<file path="src/rtl/chain_fifo_pkg.sv">
package chain_fifo_pkg;

    // Token hand-off carried on each link between neighbouring slices.
    typedef struct packed {
        logic wr_pass;
        logic rd_pass;
    } link_t;

endpackage

</file>
<file path="src/rtl/chain_slice.sv">
module chain_slice
    import chain_fifo_pkg::*;
#(
    parameter int DEPTH = 8,
    parameter int WIDTH = 9
) (
    input  logic             clk,
    input  logic             rst_n,
    input  logic             first_ld,
    input  logic             solo,
    input  link_t            xi,
    output link_t            xo,
    input  logic             wr_go,
    input  logic             rd_go,
    input  logic [WIDTH-1:0] wr_data,
    output logic [WIDTH-1:0] rd_word,
    output logic             is_empty,
    output logic             is_full,
    output logic             own_wr,
    output logic             own_rd
);

    localparam int AW = (DEPTH > 1) ? $clog2(DEPTH) : 1;
    localparam int CW = $clog2(DEPTH + 1);
    localparam logic [AW-1:0] LAST = AW'(DEPTH - 1);

    typedef struct packed {
        logic [AW-1:0] wp;
        logic [AW-1:0] rp;
        logic [CW-1:0] cnt;
        logic          wtok;
        logic          rtok;
    } slice_st_t;

    slice_st_t s_d, s_q;
    logic [WIDTH-1:0] mem_q [DEPTH];
    logic wr_mine, rd_mine, wr_last, rd_last;

    always_comb begin
        s_d     = s_q;
        wr_mine = wr_go && (solo || s_q.wtok);
        rd_mine = rd_go && (solo || s_q.rtok);
        wr_last = wr_mine && (s_q.wp == LAST);
        rd_last = rd_mine && (s_q.rp == LAST);

        if (wr_mine) s_d.wp = wr_last ? '0 : s_q.wp + 1'b1;
        if (rd_mine) s_d.rp = rd_last ? '0 : s_q.rp + 1'b1;

        unique case ({wr_mine, rd_mine})
            2'b10:   s_d.cnt = s_q.cnt + 1'b1;
            2'b01:   s_d.cnt = s_q.cnt - 1'b1;
            default: s_d.cnt = s_q.cnt;
        endcase

        s_d.wtok = (s_q.wtok && !(wr_last && !solo)) || xi.wr_pass;
        s_d.rtok = (s_q.rtok && !(rd_last && !solo)) || xi.rd_pass;

        xo.wr_pass = !solo && wr_last;
        xo.rd_pass = !solo && rd_last;
    end

    always_ff @(posedge clk) begin
        if (!rst_n) begin
            s_q      <= '0;
            s_q.wtok <= first_ld;
            s_q.rtok <= first_ld;
        end else begin
            s_q <= s_d;
        end
    end

    always_ff @(posedge clk) begin
        if (wr_mine) mem_q[s_q.wp] <= wr_data;
    end

    assign own_wr   = solo || s_q.wtok;
    assign own_rd   = solo || s_q.rtok;
    assign rd_word  = own_rd ? mem_q[s_q.rp] : '0;
    assign is_empty = (s_q.cnt == '0);
    assign is_full  = (s_q.cnt == CW'(DEPTH));

    // a slice never stores into a full array
    a_r3_no_write_into_full: assert property (@(posedge clk) disable iff (!rst_n)
        wr_mine |-> (s_q.cnt != CW'(DEPTH)));

    // a slice never consumes from an empty array
    a_r4_no_read_from_empty: assert property (@(posedge clk) disable iff (!rst_n)
        rd_mine |-> (s_q.cnt != '0));

    // write ownership leaves the sender and arrives at the receiver
    a_r5_wr_token_leaves: assert property (@(posedge clk) disable iff (!rst_n)
        xo.wr_pass |=> !s_q.wtok);
    a_r5_wr_token_arrives: assert property (@(posedge clk) disable iff (!rst_n)
        xi.wr_pass |=> s_q.wtok);

    // read ownership leaves the sender and arrives at the receiver
    a_r6_rd_token_leaves: assert property (@(posedge clk) disable iff (!rst_n)
        xo.rd_pass |=> !s_q.rtok);
    a_r6_rd_token_arrives: assert property (@(posedge clk) disable iff (!rst_n)
        xi.rd_pass |=> s_q.rtok);

endmodule

</file>
<file path="src/rtl/chain_merge.sv">
module chain_merge #(
    parameter int SLICES = 4,
    parameter int WIDTH  = 9
) (
    input  logic [SLICES-1:0]            slice_empty,
    input  logic [SLICES-1:0]            slice_full,
    input  logic [SLICES-1:0][WIDTH-1:0] slice_word,
    output logic                         all_empty,
    output logic                         all_full,
    output logic [WIDTH-1:0]             head_word
);

    always_comb begin
        all_empty = &slice_empty;
        all_full  = &slice_full;
        head_word = '0;
        for (int i = 0; i < SLICES; i++) begin
            head_word = head_word | slice_word[i];
        end
    end

endmodule

</file>
<file path="src/rtl/chain_fifo.sv">
module chain_fifo
    import chain_fifo_pkg::*;
#(
    parameter int SLICES      = 4,
    parameter int SLICE_DEPTH = 8,
    parameter int WIDTH       = 9
) (
    input  logic             clk,
    input  logic             rst_n,
    input  logic             wr_en,
    input  logic [WIDTH-1:0] wr_data,
    input  logic             rd_en,
    output logic [WIDTH-1:0] rd_data,
    output logic             empty,
    output logic             full
);

    localparam logic SOLO = (SLICES == 1);

    link_t                        lnk [SLICES];
    logic  [SLICES-1:0]           s_empty, s_full, s_own_wr, s_own_rd;
    logic  [SLICES-1:0][WIDTH-1:0] s_word;
    logic                         wr_go, rd_go;

    assign wr_go = wr_en && !full;
    assign rd_go = rd_en && !empty;

    for (genvar i = 0; i < SLICES; i++) begin : g_slice
        localparam int PREV = (i == 0) ? SLICES - 1 : i - 1;
        link_t xi_w;

        if (SOLO) begin : g_solo
            assign xi_w = '0;
        end else begin : g_ring
            assign xi_w = lnk[PREV];
        end

        chain_slice #(
            .DEPTH (SLICE_DEPTH),
            .WIDTH (WIDTH)
        ) u_slice (
            .clk      (clk),
            .rst_n    (rst_n),
            .first_ld (i == 0),
            .solo     (SOLO),
            .xi       (xi_w),
            .xo       (lnk[i]),
            .wr_go    (wr_go),
            .rd_go    (rd_go),
            .wr_data  (wr_data),
            .rd_word  (s_word[i]),
            .is_empty (s_empty[i]),
            .is_full  (s_full[i]),
            .own_wr   (s_own_wr[i]),
            .own_rd   (s_own_rd[i])
        );
    end

    chain_merge #(
        .SLICES (SLICES),
        .WIDTH  (WIDTH)
    ) u_merge (
        .slice_empty (s_empty),
        .slice_full  (s_full),
        .slice_word  (s_word),
        .all_empty   (empty),
        .all_full    (full),
        .head_word   (rd_data)
    );

    // exactly one slice owns writes at any time
    a_r5_one_write_owner: assert property (@(posedge clk) disable iff (!rst_n)
        SOLO || ($countones(s_own_wr) == 1));

    // exactly one slice owns reads and therefore drives rd_data
    a_r9_one_read_owner: assert property (@(posedge clk) disable iff (!rst_n)
        SOLO || ($countones(s_own_rd) == 1));

    // composite full and composite empty never coexist
    a_r7_flags_exclusive: assert property (@(posedge clk) disable iff (!rst_n)
        !(full && empty));

endmodule

</file>
<file path="config.mk">
export PLATFORM = sky130hd
export DESIGN_NAME = chain_fifo
export DESIGN_NICKNAME = d
export VERILOG_FILES = /design/src/rtl/chain_fifo_pkg.sv /design/src/rtl/chain_slice.sv /design/src/rtl/chain_merge.sv /design/src/rtl/chain_fifo.sv
export SDC_FILE = /design/constraint.sdc
export NUM_CORES = 1
export LEC_CHECK = 0
export BUFFER_PORTS_ARGS = -buffer_cell sky130_fd_sc_hd__buf_2
export CAP_MARGIN = 20
export CORE_ASPECT_RATIO = 0.9
export CORE_UTILIZATION = 56
export CTS_CLUSTER_SIZE = 8
export DETAILED_ROUTE_END_ITERATION = 10
export GPL_TIMING_DRIVEN = 0
export PLACE_DENSITY = 0.75
export SLEW_MARGIN = 20
export SYNTH_ARGS = -nofsm -noshare
export SYNTH_HDL_FRONTEND = slang
export SYNTH_HIERARCHICAL = 1
export SYNTH_SLANG_ARGS = --single-unit
</file>
<file path="constraint.sdc">
create_clock -name clk -period 2.7 [get_ports clk]
set_input_delay 0.27 -clock clk [delete_from_list [all_inputs] [get_ports clk]]
set_output_delay 0.27 -clock clk [all_outputs]
set_load 0.005 [all_outputs]
</file>
==> metrics.log, run 1 <==
INFO  metric areaGrowthSynthToFinish = 21.4%
INFO  metric tritoncts = yes
INFO  metric grt_start_max_net_pins = 33
INFO  metric hold-worst-slack = 0.216 ns
INFO  metric routed-via-count = approximately 8000
INFO  metric finalNetCount = 1015
INFO  metric initial_utilization = 57.2%
INFO  metric power.density = 862 mW/mm^2
INFO  metric min_to = g_slice[0].u_slice/s_q[5]
INFO  metric timing.final.hold_violations = 0
INFO  metric post_dp_cell_area = 0.0152 sq mm
INFO  metric drt_iter0_drc = around 650
INFO  metric crit_path_max_fanout = 6
INFO  metric setup_viol_count_final = 9
INFO  metric fin_worst_skew = about 0.016 ns
INFO  metric worst_setup_path_end_kind = primary output
INFO  metric avgViaCountPerCell = 5.88
INFO  metric crit_type = flop to primary output
INFO  metric fin_area = approximately 0.018 sq mm
INFO  metric setup_slack = -0.227 ns
INFO  metric max_freq = 342 MHz
INFO  metric relSlewSlack = between 30% and 40%
INFO  metric grt_util_all_layers = 23.8%
INFO  metric place_congestion = 0.789
INFO  metric cp_data_arrival_time = 2.66 ns
INFO  metric core-area = 0.0253 sq mm
INFO  metric peakVddDrop = 0.000618 V
INFO  metric syn-cell-area = 0.0145 sq mm
INFO  metric timing.reg2reg.setup_slack = 0.05 ns
INFO  metric timing.critical_path.cells = buf_8, buf_12, mux4_2, mux2i_4, nor2_2, or4_4, buf_6
INFO  metric period_share = 108%
INFO  metric rows = between 50 and 60
INFO  metric run_status = finished, violations left
INFO  metric detailedRoute.firstPassIterationCount = 5
INFO  metric worstPathRequired = 2.43 ns
INFO  metric period_needed = 2.93 ns
INFO  metric layout.cells.non_filler = 1357
INFO  metric io_buffers = 23
INFO  metric crit_path_start_kind = flop
INFO  metric tightest_slew = 0.916 ns
INFO  metric r2r-end = g_slice[0].u_slice/s_q[4]
INFO  metric leakagePower = about 6 nW
INFO  metric first_global_vias = 7854
INFO  metric cp_slowest_stage_delay = 0.54 ns
INFO  metric drive_gt1_share = 30.7%
INFO  metric ff2ff_path_depth = 12
INFO  metric detail_route.drc_violations = 0
INFO  metric wl_per_cell = 22.9 microns
INFO  metric die_w = 171 microns
INFO  metric chipHeight = between 150 and 200 microns
INFO  metric hold_path_depth = 3
INFO  metric ant_nets = 0
INFO  metric cts.sinks = 348
INFO  metric postSynthCellCount = 826
INFO  metric ctsRootBufferMaster = sky130_fd_sc_hd__clkbuf_16
INFO  metric slew_violations = 0
INFO  metric preCtsSetupSlack = -0.499 ns
INFO  metric worstHoldStart = rst_n
INFO  metric clk_pin_slew = 0.05 ns
INFO  metric grt_pass1_wl = 45900 microns
INFO  metric hpwlAfterDp = approximately 18000 microns
INFO  metric post_detailed_routing_wire_length = 31100 microns
INFO  metric number_of_inserted_diodes = 0
INFO  metric tritoncts.num_buffers = 49
INFO  metric reg2reg_from = g_slice[0].u_slice/s_q[4]
INFO  metric hold_path.class = input port to flop
INFO  metric ctsLongestPathBuffers = 3
INFO  metric cts-htree-levels = 2
INFO  metric rsz_0062_raised_after_global_routing = true
INFO  metric clock_latency = 0.54 ns
INFO  metric avgSynthCellArea = 17.5 sq um
INFO  metric grt_antenna_before_repair = 1
INFO  metric yosysWarningCount = 6
INFO  metric layout_fillers = 1635
INFO  metric design.die.area = 0.0265 sq mm
INFO  metric globalRoute.totalOverflow = 0
INFO  metric timing.critical_path.slowest_stage_cell = sky130_fd_sc_hd__mux4_2
INFO  metric failing_checks = negative setup slack
INFO  metric place_inst = 1221
INFO  metric max_cap_violations = 0
INFO  metric num_io_pins = 24
INFO  metric final.setup.tns = -1.79 ns
-- final cells by class --
| cell class | instances | area [sq um] | area share, % |
|---|---|---|---|
| sequential | 348 | 9880 | 56.4 |
| timing repair buffer | 72 | 603 | 3.44 |
| clock buffer | 91 | 1450 | 8.26 |
| clock inverter | 1 | 8.76 | 0.0499 |
| multi-input combinational | 463 | 4840 | 27.6 |
| inverter | 12 | 45.0 | 0.257 |
| tap | 342 | 428 | 2.44 |
| buffer | 28 | 278 | 1.58 |
-- how the worst max path moves through the flow --
stage / startpoint / to / cells after the start
CTS: flop / rd_data[4] / 7
detailed placement: g_slice[3].u_slice/s_q[3] / g_slice[0].u_slice/s_q[4] / 13
finish: flop / rd_data[5] / 7
global route: flop / rd_data[5] / 7
global placement: g_slice[3].u_slice/s_q[3] / g_slice[0].u_slice/mem_q[0][6] / 6
floorplan: g_slice[2].u_slice/s_q[3] / g_slice[0].u_slice/s_q[4] / 13
-- worst max-delay path, delay by kind of cell (launching register included) --
| family | cells | cell delay [ns] |
|---|---|---|
| buf+inv | 3 | 0.40 |
| simple gates | 2 | 0.59 |
| flops | 1 | 0.35 |
| mux | 2 | 0.77 |
-- state kept, by name, summed over array words and instances (netlist names), named ones only --
signal / count
g_slice.u_slice/mem_q: 288
g_slice.u_slice/s_q: 48
-- repair_timing --
item	4_1_cts	5_1_grt
endpoints found under the setup margin	28	17
pin swaps	13	13
cloned	5	0
hold endpoints to repair	0	0
buffers inserted	21	22
resized for setup	87	58
hold buffers	0	0
-- cell usage in the layout (no fill, tap or decap), drive strengths merged, types with 17 or more instances in the layout --
| cell | n |
|---|---|
| nor3 | 27 |
| nor2b | 39 |
| conb | 28 |
| edfxtp | 288 |
| mux4 | 72 |
| nor2 | 56 |
| nand2b | 17 |
| a21oi | 26 |
| dfxtp | 60 |
| buf | 94 |
| ha | 28 |
| clkbuf | 97 |
| mux2i | 48 |
-- through the flow --
stage	util, %	total power, mW
3_5_place_dp	60.3	8.64
3_3_place_gp	59.8	8.55
2_1_floorplan	-	8.00
5_1_grt	69.4	15.7
4_1_cts	68.2	14.8
6_report	69.4	15.1
-- report_power, final --
group | switching, mW | internal (mW) | leakage, nW
clock network | 2.14 | 3.56 | 0.691
logic | 1.37 | 1.58 | 2.18
registers | 0.339 | 6.13 | 3.11
total | 3.85 | 11.3 | 5.98
-- per-layer routing --
metal | wire [microns] | global-route usage (%) | up-vias | part of all wire [%]
li1 | - | - | 3565 | -
met1 | 12700 | 32.3 | 4069 | 41
met2 | 15600 | 39.3 | 292 | 50
met3 | 2210 | 4.55 | 59 | 7.1
met4 | 668 | 7.19 | 0 | 2.1
met5 | 0 | 0 | - | 0
Note: power is estimated with default switching activity, not from simulation.
==> run 2: changes to the inputs <==
--- a/config.mk
+++ b/config.mk
@@ -8,11 +8,11 @@
 export BUFFER_PORTS_ARGS = -buffer_cell sky130_fd_sc_hd__buf_2
 export CAP_MARGIN = 20
 export CORE_ASPECT_RATIO = 0.9
-export CORE_UTILIZATION = 56
+export CORE_UTILIZATION = 61
 export CTS_CLUSTER_SIZE = 8
 export DETAILED_ROUTE_END_ITERATION = 10
 export GPL_TIMING_DRIVEN = 0
-export PLACE_DENSITY = 0.75
+export PLACE_DENSITY = 0.78
 export SLEW_MARGIN = 20
 export SYNTH_ARGS = -nofsm -noshare
 export SYNTH_HDL_FRONTEND = slang
==> constraint.sdc (replaced) <==
create_clock -name clk -period 3 [get_ports clk]
set_input_delay 0.3 -clock clk [delete_from_list [all_inputs] [get_ports clk]]
set_output_delay 0.3 -clock clk [all_outputs]
set_load 0.005 [all_outputs]
==> metrics.log, run 2 (synthesized netlist as in run 1, its figures left out) <==
INFO  metric globalRoute.totalOverflow = 0 (unchanged)
INFO  metric r2r-end = g_slice[1].u_slice/s_q[4]
INFO  metric tightest_slew = 0.957 ns (+0.0415 ns)
INFO  metric crit_path_max_fanout = 9 (+3)
INFO  metric worst-path-buf-inv = 3 (unchanged)
INFO  metric cp_slowest_stage_delay = 0.59 ns (+0.05 ns)
INFO  metric ctsRootBufferMaster = sky130_fd_sc_hd__clkbuf_16
INFO  metric register_ranked_first_by_flip_flop_count = g_slice.u_slice/mem_q
INFO  metric post_dp_cell_area = 0.0152 sq mm (-0.23%)
INFO  metric peakVddDrop = 0.000577 V (-6.6%)
INFO  metric post_detailed_routing_wire_length = 30500 microns (-2.0%)
INFO  metric layout.cells.most_common = sky130_fd_sc_hd__edfxtp_1
INFO  metric areaGrowthSynthToFinish = 18.5%
INFO  metric power.density = 771 mW/mm^2 (-11%)
INFO  metric ff2ff_path_depth = 12 (unchanged)
INFO  metric cts.sinks = 348 (unchanged)
INFO  metric drive_gt1_share = 24.8% (-6.0 points)
INFO  metric path_delay_family = multiplexers
INFO  metric design.die.area = 0.0243 sq mm (-8.1%)
INFO  metric place_inst = 1183 (-3.1%)
INFO  metric timing.critical_path.cells = buf_6, buf_4, mux4_1, mux2i_1, nor2_1, or4_1, buf_2
INFO  metric final.setup.tns = 0 ns (+1.79 ns)
INFO  metric period_needed = 2.99 ns
INFO  metric hpwlAfterDp = 17900 microns (-0.67%)
INFO  metric io_buffers = 23 (unchanged)
INFO  metric leakagePower = 5.88 nW (-1.7%)
INFO  metric worstHoldStart = rst_n
INFO  metric timing.critical_path.slowest_stage_cell = sky130_fd_sc_hd__mux4_1
INFO  metric detailedRoute.firstPassIterationCount = 6 (+1)
INFO  metric tritoncts.num_buffers = 49 (unchanged)
INFO  metric max_cap_violations = 0 (unchanged)
INFO  metric num_io_pins = 24 (unchanged)
INFO  metric chipHeight = 148 microns (-4.1%)
INFO  metric rsz_0062_raised_after_global_routing = true
INFO  metric layout.cells.non_filler = 1300 (-4.2%)
INFO  metric place_congestion = 0.819 (+3.9%)
INFO  metric worst_setup_path_end_kind = primary output
INFO  metric reg2reg_from = g_slice[1].u_slice/s_q[3]
INFO  metric crit_path_start_kind = flop
INFO  metric grt_antenna_before_repair = 1 (unchanged)
INFO  metric ant_nets = 0 (unchanged)
INFO  metric tritoncts = yes
INFO  metric cp.depth = 7 (unchanged)
INFO  metric clk_pin_slew = 0.05 ns (about the same)
INFO  metric routed-via-count = 7934 (-0.64%)
INFO  metric design_power_total = 13.2 mW (-13%)
INFO  metric fin_area = 0.0171 sq mm (-2.3%)
INFO  metric grt_util_all_layers = 24.8% (+1.0 points)
INFO  metric biggestRegsByFlops = g_slice.u_slice/mem_q (288), g_slice.u_slice/s_q (48)
INFO  metric hold_buffers = 0 (unchanged)
INFO  metric run_status = completed
INFO  metric preCtsSetupSlack = -0.139 ns (+0.361 ns)
INFO  metric layout_fillers = 1326 (-19%)
INFO  metric clock_latency = 0.54 ns (about the same)
INFO  metric fin_worst_skew = 0.0207 ns (+0.00505 ns)
INFO  metric setup_viol_count_final = 0 (-9)
INFO  metric ctsLongestPathBuffers = 3 (unchanged)
INFO  metric finalNetCount = 998 (-1.7%)
INFO  metric grt_pass1_wl = 44000 microns (-4.1%)
INFO  metric max_freq = 334 MHz
INFO  metric detail_route.drc_violations = 0 (unchanged)
INFO  metric relSlewSlack = 35.9% (-2.8 points)
INFO  metric avgViaCountPerCell = 6.10 (+3.7%)
INFO  metric largest_register_ffs = 288 (unchanged)
INFO  metric hold_path.class = input port to flop
INFO  metric timing.final.hold_violations = 0 (unchanged)
INFO  metric slew_violations = 0 (unchanged)
INFO  metric timing.critical_path.to = rd_data[1]
INFO  metric die_w = 164 microns (-4.1%)
INFO  metric cp_data_arrival_time = 2.69 ns (+0.03 ns)
INFO  metric cts-htree-levels = 2 (unchanged)
INFO  metric crit_type = flop to primary output
INFO  metric worstPathRequired = 2.70 ns (+0.27 ns)
INFO  metric timing.reg2reg.setup_slack = 0.22 ns (+0.17 ns)
INFO  metric initial_utilization = 62.1% (+4.9 points)
INFO  metric core-area = 0.0233 sq mm (-7.8%)
INFO  metric final_cell_mix = sky130_fd_sc_hd__edfxtp_1, sky130_fd_sc_hd__dfxtp_1, sky130_fd_sc_hd__nor2_1, sky130_fd_sc_hd__clkbuf_16, sky130_fd_sc_hd__mux4_2
INFO  metric setup_slack = 0.00505 ns (+0.232 ns)
INFO  metric first_global_vias = 7708 (-1.9%)
INFO  metric grt_start_max_net_pins = 33 (unchanged)
INFO  metric rows = 53 (-3.6%)
INFO  metric period_share = 99.8%
INFO  metric drt_iter0_drc = 843 (+30%)
INFO  metric wl_per_cell = 23.4 microns (+2.3%)
[run 2: where the power goes]
part / internal (mW) / switching, mW / total (mW)
sequential: 5.48 / 0.217 / 5.70
clock: 3.24 / 1.92 / 5.15
combinational: 1.18 / 1.18 / 2.36
[run 2: how the worst min path moves through the flow]
stage	slack, ns	cells past startpoint	to
after floorplan	0.40	0	g_slice[0].u_slice/mem_q[0][0]
after global placement	0.47	2	g_slice[0].u_slice/s_q[5]
after detailed placement	0.48	2	g_slice[2].u_slice/s_q[5]
after CTS	0.18	2	g_slice[0].u_slice/s_q[4]
after global routing	0.20	2	g_slice[0].u_slice/s_q[4]
final	0.20	2	g_slice[0].u_slice/s_q[4]
[run 2: cell type report]
type / instances / area, sq um / share of cell area, %
Tap cell: 302 / 378 / 2.21
Buffer: 30 / 256 / 1.50
Clock inverter: 2 / 38.8 / 0.226
Clock buffer: 89 / 1420 / 8.28
Inverter: 12 / 45.0 / 0.263
Antenna cell: 1 / 2.50 / 0.0146
Multi-Input combinational cell: 463 / 4740 / 27.7
Sequential cell: 348 / 9850 / 57.5
Timing Repair Buffer: 53 / 398 / 2.32
[run 2: routing by layer]
| layer | routed length [microns] | track usage, % | vias to the layer above |
|---|---|---|---|
| met5 | 0 | 0 | - |
| met4 | 665 | 8.66 | 0 |
| met3 | 2480 | 5.22 | 56 |
| met2 | 15000 | 40.1 | 334 |
| met1 | 12300 | 33.8 | 3997 |
| li1 | - | - | 3547 |
[run 2: what timing repair did]
action | 4_1_cts | 5_1_grt
endpoints found under the setup margin | 10 | 15
buffers inserted | 4 | 15
cloned | 0 | 6
pin swaps | 0 | 3
gates resized for setup | 20 | 41
[run 2: metrics by stage]
step                util, %  hold WS (ns)
floorplan                 -         0.399
global placement       64.6         0.470
detailed placement     65.2         0.480
CTS                    72.0         0.184
global route           73.6         0.199
finish                 73.6         0.198
